--- src/rtl/ptc_pkg.sv ---
package ptc_pkg;

  localparam logic [1:0] LVL_U = 2'b00;
  localparam logic [1:0] LVL_S = 2'b01;
  localparam logic [1:0] LVL_M = 2'b11;

  // Exception codes whose trap value carries the faulting address
  function automatic logic code_has_addr(input logic [7:0] code);
    logic hit;
    case (code)
      8'd0, 8'd1, 8'd4, 8'd5, 8'd6, 8'd7: hit = 1'b1;
      default:                            hit = 1'b0;
    endcase
    return hit;
  endfunction

endpackage

--- src/rtl/ptc_route.sv ---
module ptc_route
  import ptc_pkg::*;
#(
  parameter int XLEN    = 32,
  parameter int CAUSE_W = 5
) (
  input  logic               trap_req,
  input  logic               trap_is_irq,
  input  logic [CAUSE_W-1:0] trap_cause,
  input  logic [1:0]         cur_mode,
  input  logic [XLEN-1:0]    deleg_exc,
  input  logic [XLEN-1:0]    deleg_irq,
  input  logic [XLEN-1:0]    trap_addr,
  output logic               go_m,
  output logic               go_s,
  output logic [XLEN-1:0]    tval_val
);

  logic deleg_bit;
  logic below_m;

  always_comb begin
    deleg_bit = trap_is_irq ? deleg_irq[trap_cause] : deleg_exc[trap_cause];
    below_m   = (cur_mode != LVL_M);
    go_s      = trap_req && below_m && deleg_bit;
    go_m      = trap_req && !go_s;
    if (!trap_is_irq && code_has_addr(8'(trap_cause)))
      tval_val = trap_addr;
    else
      tval_val = '0;
  end

endmodule

--- src/rtl/ptc_level.sv ---
module ptc_level #(
  parameter int XLEN = 32,
  parameter int PP_W = 2
) (
  input  logic            clk,
  input  logic            rst_n,
  input  logic            take,
  input  logic            ret,
  input  logic [PP_W-1:0] prev_in,
  input  logic [XLEN-1:0] epc_in,
  input  logic [XLEN-1:0] cause_in,
  input  logic [XLEN-1:0] tval_in,
  output logic            ie,
  output logic            pie,
  output logic [PP_W-1:0] pp,
  output logic [XLEN-1:0] epc,
  output logic [XLEN-1:0] cause,
  output logic [XLEN-1:0] tval
);

  logic            ie_q, ie_d, pie_q, pie_d;
  logic [PP_W-1:0] pp_q, pp_d;
  logic [XLEN-1:0] epc_q, epc_d, cause_q, cause_d, tval_q, tval_d;
  logic            upd_en;

  always_comb begin
    ie_d    = ie_q;
    pie_d   = pie_q;
    pp_d    = pp_q;
    epc_d   = epc_q;
    cause_d = cause_q;
    tval_d  = tval_q;
    if (take) begin
      pie_d   = ie_q;
      ie_d    = 1'b0;
      pp_d    = prev_in;
      epc_d   = epc_in;
      cause_d = cause_in;
      tval_d  = tval_in;
    end else if (ret) begin
      ie_d  = pie_q;
      pie_d = 1'b1;
      pp_d  = '0;
    end
    upd_en = take || ret;
  end

  always_ff @(posedge clk or negedge rst_n) begin
    if (!rst_n) begin
      ie_q    <= 1'b0;
      pie_q   <= 1'b0;
      pp_q    <= '0;
      epc_q   <= '0;
      cause_q <= '0;
      tval_q  <= '0;
    end else if (upd_en) begin
      ie_q    <= ie_d;
      pie_q   <= pie_d;
      pp_q    <= pp_d;
      epc_q   <= epc_d;
      cause_q <= cause_d;
      tval_q  <= tval_d;
    end
  end

  assign ie    = ie_q;
  assign pie   = pie_q;
  assign pp    = pp_q;
  assign epc   = epc_q;
  assign cause = cause_q;
  assign tval  = tval_q;

endmodule

--- src/rtl/ptc_flow.sv ---
module ptc_flow
  import ptc_pkg::*;
#(
  parameter int XLEN = 32
) (
  input  logic            clk,
  input  logic            rst_n,
  input  logic            go_m,
  input  logic            go_s,
  input  logic            do_mret,
  input  logic            do_sret,
  input  logic [XLEN-1:0] m_vec,
  input  logic [XLEN-1:0] s_vec,
  input  logic [XLEN-1:0] m_epc,
  input  logic [XLEN-1:0] s_epc,
  input  logic [1:0]      m_pp,
  input  logic            s_pp,
  output logic [1:0]      mode,
  output logic            pc_valid,
  output logic [XLEN-1:0] pc_next
);

  logic [1:0]      mode_q, mode_d;
  logic [XLEN-1:0] pc_q, pc_d;
  logic            vld_q, vld_d;
  logic            upd_en;

  always_comb begin
    mode_d = mode_q;
    pc_d   = pc_q;
    vld_d  = 1'b0;
    if (go_m) begin
      mode_d = LVL_M;
      pc_d   = m_vec;
      vld_d  = 1'b1;
    end else if (go_s) begin
      mode_d = LVL_S;
      pc_d   = s_vec;
      vld_d  = 1'b1;
    end else if (do_mret) begin
      mode_d = m_pp;
      pc_d   = m_epc;
      vld_d  = 1'b1;
    end else if (do_sret) begin
      mode_d = {1'b0, s_pp};
      pc_d   = s_epc;
      vld_d  = 1'b1;
    end
    upd_en = vld_d;
  end

  always_ff @(posedge clk or negedge rst_n) begin
    if (!rst_n) begin
      mode_q <= LVL_M;
      pc_q   <= '0;
      vld_q  <= 1'b0;
    end else begin
      vld_q <= vld_d;
      if (upd_en) begin
        mode_q <= mode_d;
        pc_q   <= pc_d;
      end
    end
  end

  assign mode     = mode_q;
  assign pc_valid = vld_q;
  assign pc_next  = pc_q;

endmodule

--- src/rtl/priv_trap_ctrl.sv ---
module priv_trap_ctrl #(
  parameter int XLEN    = 32,
  parameter int CAUSE_W = 5
) (
  input  logic               clk,
  input  logic               rst_n,
  input  logic               trap_req,
  input  logic               trap_is_irq,
  input  logic [CAUSE_W-1:0] trap_cause,
  input  logic [XLEN-1:0]    trap_pc,
  input  logic [XLEN-1:0]    trap_addr,
  input  logic [XLEN-1:0]    deleg_exc,
  input  logic [XLEN-1:0]    deleg_irq,
  input  logic [XLEN-1:0]    m_vec_base,
  input  logic [XLEN-1:0]    s_vec_base,
  input  logic               ret_m,
  input  logic               ret_s,
  output logic [1:0]         cur_mode,
  output logic               pc_valid,
  output logic [XLEN-1:0]    pc_next,
  output logic               m_ie,
  output logic               m_pie,
  output logic [1:0]         m_prev_mode,
  output logic [XLEN-1:0]    m_epc,
  output logic [XLEN-1:0]    m_cause,
  output logic [XLEN-1:0]    m_tval,
  output logic               s_ie,
  output logic               s_pie,
  output logic               s_prev_mode,
  output logic [XLEN-1:0]    s_epc,
  output logic [XLEN-1:0]    s_cause,
  output logic [XLEN-1:0]    s_tval
);

  localparam int PAD_W = XLEN - 1 - CAUSE_W;

  logic            go_m, go_s, do_mret, do_sret;
  logic [XLEN-1:0] tval_val, cause_word;

  // a trap overrides both returns; machine return overrides supervisor return
  assign do_mret    = ret_m && !trap_req;
  assign do_sret    = ret_s && !trap_req && !ret_m;
  assign cause_word = {trap_is_irq, {PAD_W{1'b0}}, trap_cause};

  ptc_route #(.XLEN(XLEN), .CAUSE_W(CAUSE_W)) u_route (
    .trap_req    (trap_req),
    .trap_is_irq (trap_is_irq),
    .trap_cause  (trap_cause),
    .cur_mode    (cur_mode),
    .deleg_exc   (deleg_exc),
    .deleg_irq   (deleg_irq),
    .trap_addr   (trap_addr),
    .go_m        (go_m),
    .go_s        (go_s),
    .tval_val    (tval_val)
  );

  ptc_level #(.XLEN(XLEN), .PP_W(2)) u_lvl_m (
    .clk      (clk),
    .rst_n    (rst_n),
    .take     (go_m),
    .ret      (do_mret),
    .prev_in  (cur_mode),
    .epc_in   (trap_pc),
    .cause_in (cause_word),
    .tval_in  (tval_val),
    .ie       (m_ie),
    .pie      (m_pie),
    .pp       (m_prev_mode),
    .epc      (m_epc),
    .cause    (m_cause),
    .tval     (m_tval)
  );

  ptc_level #(.XLEN(XLEN), .PP_W(1)) u_lvl_s (
    .clk      (clk),
    .rst_n    (rst_n),
    .take     (go_s),
    .ret      (do_sret),
    .prev_in  (cur_mode[0]),
    .epc_in   (trap_pc),
    .cause_in (cause_word),
    .tval_in  (tval_val),
    .ie       (s_ie),
    .pie      (s_pie),
    .pp       (s_prev_mode),
    .epc      (s_epc),
    .cause    (s_cause),
    .tval     (s_tval)
  );

  ptc_flow #(.XLEN(XLEN)) u_flow (
    .clk      (clk),
    .rst_n    (rst_n),
    .go_m     (go_m),
    .go_s     (go_s),
    .do_mret  (do_mret),
    .do_sret  (do_sret),
    .m_vec    (m_vec_base),
    .s_vec    (s_vec_base),
    .m_epc    (m_epc),
    .s_epc    (s_epc),
    .m_pp     (m_prev_mode),
    .s_pp     (s_prev_mode),
    .mode     (cur_mode),
    .pc_valid (pc_valid),
    .pc_next  (pc_next)
  );

endmodule

--- config.mk ---
export PLATFORM = sky130hd
export DESIGN_NAME = priv_trap_ctrl
export DESIGN_NICKNAME = d
export VERILOG_FILES = /design/src/rtl/ptc_pkg.sv /design/src/rtl/ptc_route.sv /design/src/rtl/ptc_level.sv /design/src/rtl/ptc_flow.sv /design/src/rtl/priv_trap_ctrl.sv
export SDC_FILE = /design/constraint.sdc
export NUM_CORES = 1
export LEC_CHECK = 0
export ABC_CLOCK_PERIOD_IN_PS = 1850
export CORE_AREA = 3 3 169 171
export CTS_BUF_LIST = sky130_fd_sc_hd__clkbuf_16
export DETAILED_ROUTE_END_ITERATION = 10
export DIE_AREA = 0 0 172 174
export PLACE_DENSITY_LB_ADDON = 0.3
export SLEW_MARGIN = 20
export SYNTH_ARGS = -nofsm -noshare
export SYNTH_HDL_FRONTEND = slang
export SYNTH_SLANG_ARGS = --single-unit
--- constraint.sdc ---
create_clock -name clk -period 1.85 [get_ports clk]
set_clock_uncertainty 0.2 [all_clocks]
set_input_delay 0.555 -clock clk [delete_from_list [all_inputs] [get_ports clk]]
set_output_delay 0.555 -clock clk [all_outputs]
set_load 0.05 [all_outputs]
# Word-level counts from Yosys, hierarchy flattened

Index checks and enable logic that the tools add are counted.

Register bits: 182
Input port bits: 203
Output and inout port bits: 234

$lt $le $gt $ge: 1
Eq/ne operators: 6
Multiplexer cells: 31
Reductions and logical operators: 23

Operators with widths:

| operator                                                                     | count |
|---|---|
| 32-bit two-way mux                                                           | 5 |
| 5-bit by 3-bit == test with 1-bit output, second input constant              | 4 |
| 1-bit two-way mux                                                            | 18 |
| 2-bit two-way mux                                                            | 6 |
| 1-bit binary-select mux with 5-bit select                                    | 2 |
| 2-bit AND reduction                                                          | 5 |
| 1-bit logical AND                                                            | 7 |
| 5-bit by 6-bit less-than comparator with 1-bit output, second input constant | 1 |
| 6-bit OR reduction                                                           | 1 |
| 5-bit by 1-bit == test with 1-bit output, second input constant              | 1 |
| 5-bit logical NOT                                                            | 1 |
| 1-bit logical NOT                                                            | 4 |
| 2-bit nonzero test                                                           | 2 |
| 4-bit nonzero test                                                           | 1 |
| 1-bit logical OR                                                             | 2 |
| 2-bit != test, second input constant                                         | 1 |

# Depth between registers and ports, before layout

Depth after elaboration: 8
Depth in mapped cells: 12

# Hierarchy

From an unflattened synthesis, not the netlist that was laid out.

Cells, all modules: 716
Area total of the unflattened synthesis: 10750.3 µm²

Modules (own cells, without submodules):

| module               | times used | cells an instance | area each (µm²) |
|---|---|---|---|
| ptc_level at u_lvl_s | 1          | 213               | 4113.9 |
| ptc_level at u_lvl_m | 1          | 215               | 3742.3 |
| ptc_flow             | 1          | 194               | 2048.2 |
| ptc_route            | 1          | 91                | 823.3 |
| priv_trap_ctrl       | 1          | 3                 | 22.5 |

# Least setup slack after synthesis

OpenSTA, ideal clock, no wires.

Path type: input -> register
Start: input trap_cause[1]
End: register u_lvl_m.pp_q[1] (netlist: u_lvl_m.pp[1])
Arrival time: 2.557 ns
Data required time: 1.529 ns
Path slack: -1.028 ns
Stages: 9
Path buffers: 3
Path through: buf_6 > mux4_2 > mux2_2 > o22a_1 > a32o_1 > buf_4 > buf_6 > or2_1 > a22o_1

Cells in the longest elaborated chain, start to end: 8

RTL lines:

| element                                                                 | line                | RTL |
|---|---|---|
| start: declaration                                                      | priv_trap_ctrl.sv:9 | `input logic [CAUSE_W-1:0] trap_cause,` |
| 1-bit binary-select mux with 5-bit select                               | ptc_route.sv:23     | `deleg_bit = trap_is_irq ? deleg_irq[trap_cause] : deleg_exc[trap_cause];` |
| 1-bit two-way mux (not written as such)                                 | ptc_route.sv:23     |  |
| 1-bit two-way mux (*)                                                   | ptc_route.sv:23     |  |
| 1-bit logical AND (*)                                                   | ptc_route.sv:25     | `go_s = trap_req && below_m && deleg_bit;` |
| 1-bit logical NOT (*)                                                   | ptc_route.sv:26     | `go_m = trap_req && !go_s;` |
| 1-bit logical AND (*)                                                   | ptc_route.sv:26     |  |
| 2-bit nonzero test (no source line) or 1-bit logical OR (tied branches) | -                   |  |
| 2-bit AND reduction (no source line)                                    | -                   |  |
| end signal: assignment                                                  | ptc_level.sv:59     | `pp_q <= pp_d;` |
| end: declaration                                                        | ptc_level.sv:22     | `logic [PP_W-1:0] pp_q, pp_d;` |

Mark *: on every way between the ends. The rest lies on a longest branch, timed or not. The select of a mux whose other input is x is not followed.
A chain may end at the register's enable or synchronous reset.

# Worst setup path in the final report

Start: input trap_cause[1]
End: register u_lvl_m.epc_q[4] (netlist: u_lvl_m.epc[4])

Cells in the longest elaborated chain, start to end: 8

RTL lines:

| element                                   | line            | RTL |
|---|---|---|
| 1-bit binary-select mux with 5-bit select | ptc_route.sv:23 |  |
| 1-bit two-way mux (not written as such)   | ptc_route.sv:23 |  |
| 1-bit two-way mux (*)                     | ptc_route.sv:23 |  |
| 1-bit logical AND (*)                     | ptc_route.sv:25 |  |
| 1-bit logical NOT (*)                     | ptc_route.sv:26 |  |
| 1-bit logical AND (*)                     | ptc_route.sv:26 |  |
| 1-bit logical OR                          | ptc_level.sv:45 | `upd_en = take \|\| ret;` |
| 2-bit AND reduction (no source line) (*)  | -               |  |
| end signal: assignment                    | ptc_level.sv:60 | `epc_q <= epc_d;` |
| end: declaration                          | ptc_level.sv:23 | `logic [XLEN-1:0] epc_q, epc_d, cause_q, cause_d, tval_q, tval_d;` |

Marks and branches as above.

==> out/results.txt <==
Clk Latency, worst-skew pair = 0.42 ns
Worst-Margin Slew = 0.723 ns
Total number of vias = 9030
Avg Inst Size Synth = 10.0 um^2
Detailed placer's ending HPWL = 24.1 mm
WL/cell = 22.2 um
Distinct cells, synth = 37
CP required = 1.95 ns
H-tree depth = 4
Number of global-route vias before repair = 8808
Area of the die = 29900 um^2
LEAKAGE = 7.83 nW
Hold depth = 4
Worst r2r src = u_flow.mode[1]$_DFFE_PN1P_
R2R setup slack = -0.40 ns
Total GRT Usage = 21.8%
Power Density = 1050 nW/um^2
Largest area contributor in the netlist = dfrtp_1
Most frequent cells in the layout = buf_12 (208), dfrtp_1 (180), clkdlybuf4s50_1 (162)
Final setup viols = 182
Post-route DRC = 0
Syn-to-layout area delta = 107%
Core area = 27000 um^2
Period minus WS final = 2.67 ns
Fin. Hold Viols = 0
Post-Place Cell Area = 15400 um^2
Final worst-path cycle share = 144%
Maximum VDD drop = 853 uV
Sequential Area = 4560 um^2
Clock-pin transition on the worst setup and hold timing paths = 0.07 ns
Final slew viol count = 0
CP endpoint = u_lvl_m.epc[4]$_DFFE_PN0P_
Post-synth top area share = 50.4%
Layout Nets = 1561
Failing checks = setup timing
Global route overflow = 0
Starting Density = 33.1%
Synthesized area = 8940 um^2
WL final = 38.0 mm
R2r endpoint = u_flow.pc_next[2]$_DFFE_PN0P_
RSZ-0062 raised after global routing = yes
Final GP Congestion = 0.842
Commonest non-fill, non-tap cell in the layout = buf_12
Port bufs = 384
Final Instance Area = 18500 um^2
Top post-synthesis cells by area = dfrtp_1 (50%), mux2_2 (6.0%), buf_4 (4.6%), nand3_1 (4.0%), o21ai_0 (3.8%)
Slew margin rel. = 51.8%
Die Y = 174 um
Multi-input logic area = 5200 um^2
Max-cap violations = 0
CTS sink cnt = 182
First-pass GRT wire length = 50.7 mm
Post-DRT Antenna Nets = 0
DR iter-0 viols = 565
DRT Pass-1 Iters = 7
Root Driver = clkbuf_16
CTS tree = yes
Crit. End Element = register
Num CTS Buffers = 17
Worst setup margin = -0.821 ns
CP Launch Type = input port
Synth warn = 0
Register area share after synthesis = 51.0%
Num ports = 437
Critical path class = in -> reg
Post-synthesis cell count = 893
Vias per inst = 5.27
Hold Crit Class = in -> reg
Site Rows = 60
R2r worst-path depth = 7
Achievable Freq = 374 MHz
Synth Register Bits = 182
Die Span X = 172 um
Worst Setup SP = trap_cause[1]
Arr. time, crit path = 2.78 ns
Dpl ws = -1.55 ns
Largest net degree at the start of global routing = 75
Status = complete, but fails checks
Filler Cells Inserted = 1855
Share of layout cells above drive strength 1 = 43.9%
Antenna violations before repair = 1
CTS Buffer Depth = 2
Worst-path maximum fanout = 8
[worst max-delay path: stages]
cell and delay, ns:
buf_12 0.09, mux4_2 0.49, mux2_4 0.29, o22a_4 0.27, a32o_4 0.34, buf_8 0.14, nor2_4 0.12, buf_12 0.17
mux2_4 0.30
[through the flow]
step | utilization, % | hold WS (ns) | setup TNS [ns] | total power, mW | std cells
after global routing | 68.5 | 0.338 | -129.59 | 20.0 | 1713
final | 68.5 | 0.336 | -126.11 | 19.4 | 1713
after global placement | 56.9 | 0.297 | -253.63 | 14.3 | 1627
after floorplan | - | 0.0594 | -158.40 | 9.58 | 944
after CTS | 61.0 | 0.317 | -114.95 | 18.4 | 1678
after detailed placement | 56.9 | 0.307 | -262.10 | 14.4 | 1627
[logic make-up (layout without fill, tap and decap cells)]
kind of cell,count (synthesis),count (layout),share of synthesized area [%]
AO/OA/AOI/OAI,247,248,18.4
buffers and inverters,192,618,10.9
flip-flops,182,182,51.0
multiplexers,77,77,10.1
other,1,53,0.0420
AND/OR/NAND/NOR,194,194,9.51
[synth_stat cells]
library cell / number
o21ai_0: 68
o22a_1: 1
or2_1: 1
a32o_1: 2
or3_1: 1
nand4_1: 1
nor3_1: 1
mux2_2: 48
mux4_2: 6
a22o_1: 2
buf_1: 9
a21bo_2: 1
and2_1: 2
o2bb2ai_1: 32
nand3_1: 72
nor2b_1: 2
dfrtp_1: 180
nor2_4: 1
a2111oi_2: 1
a2bb2oi_1: 1
dfstp_2: 2
a221oi_1: 28
o31ai_1: 32
nand2b_1: 2
buf_4: 55
clkbuf_1: 42
a22oi_1: 7
buf_2: 17
mux2i_1: 23
nor2_1: 67
conb_1: 1
a211oi_1: 1
buf_6: 4
nand2_1: 44
o22ai_1: 33
a21oi_1: 38
inv_1: 65
[state kept, by name, summed over array words and instances, names as in the netlist, 2 cells and up]
name	flops
u_flow.mode	2
u_lvl_s.cause	6
u_lvl_m.tval	32
u_flow.pc_next	32
u_lvl_s.tval	32
u_lvl_m.cause	6
u_lvl_m.pp	2
u_lvl_s.epc	32
u_lvl_m.epc	32
[power breakdown]
group,total [mW],internal (mW),switching [mW]
clock,3.61,1.79,1.82
combinational,10.0,4.92,5.12
sequential,5.72,4.73,0.989
[repair_timing]
item	in CTS	in global routing
gates resized for setup	147	297
pin swaps	19	40
setup buffers	13	16
setup endpoints to repair	183	186
hold buffers	1	0
hold endpoints to repair	24	0
cloned	6	22
[per-layer routing]
metal / routed length [um] / track usage, %
met1: 14700 / 26.4
met2: 20000 / 38.2
met3: 2290 / 4.82
met4: 978 / 6.99
met5: 0 / 0
[worst min-delay path by stage]
stage / from / end / slack (ns)
floorplan: rst_n / u_flow.pc_next[0]$_DFFE_PN0P_ / 0.06
global placement: rst_n / u_lvl_m.tval[24]$_DFFE_PN0P_ / 0.30
detailed placement: rst_n / u_lvl_m.tval[24]$_DFFE_PN0P_ / 0.31
CTS: trap_req / u_flow.mode[0]$_DFFE_PN1P_ / 0.32
global route: trap_req / u_flow.mode[0]$_DFFE_PN1P_ / 0.34
finish: trap_req / u_flow.mode[0]$_DFFE_PN1P_ / 0.34
[layout make-up]
class,count,share of cell area [%]
Tap cell,341,2.31
Inverter,65,1.32
Clock buffer,17,2.30
Clock inverter,15,0.697
Antenna cell,1,0.0135
Timing Repair Buffer,521,40.6
Multi-Input combinational cell,571,28.1
Sequential cell,182,24.6
Power figures use the tool's default switching activity.
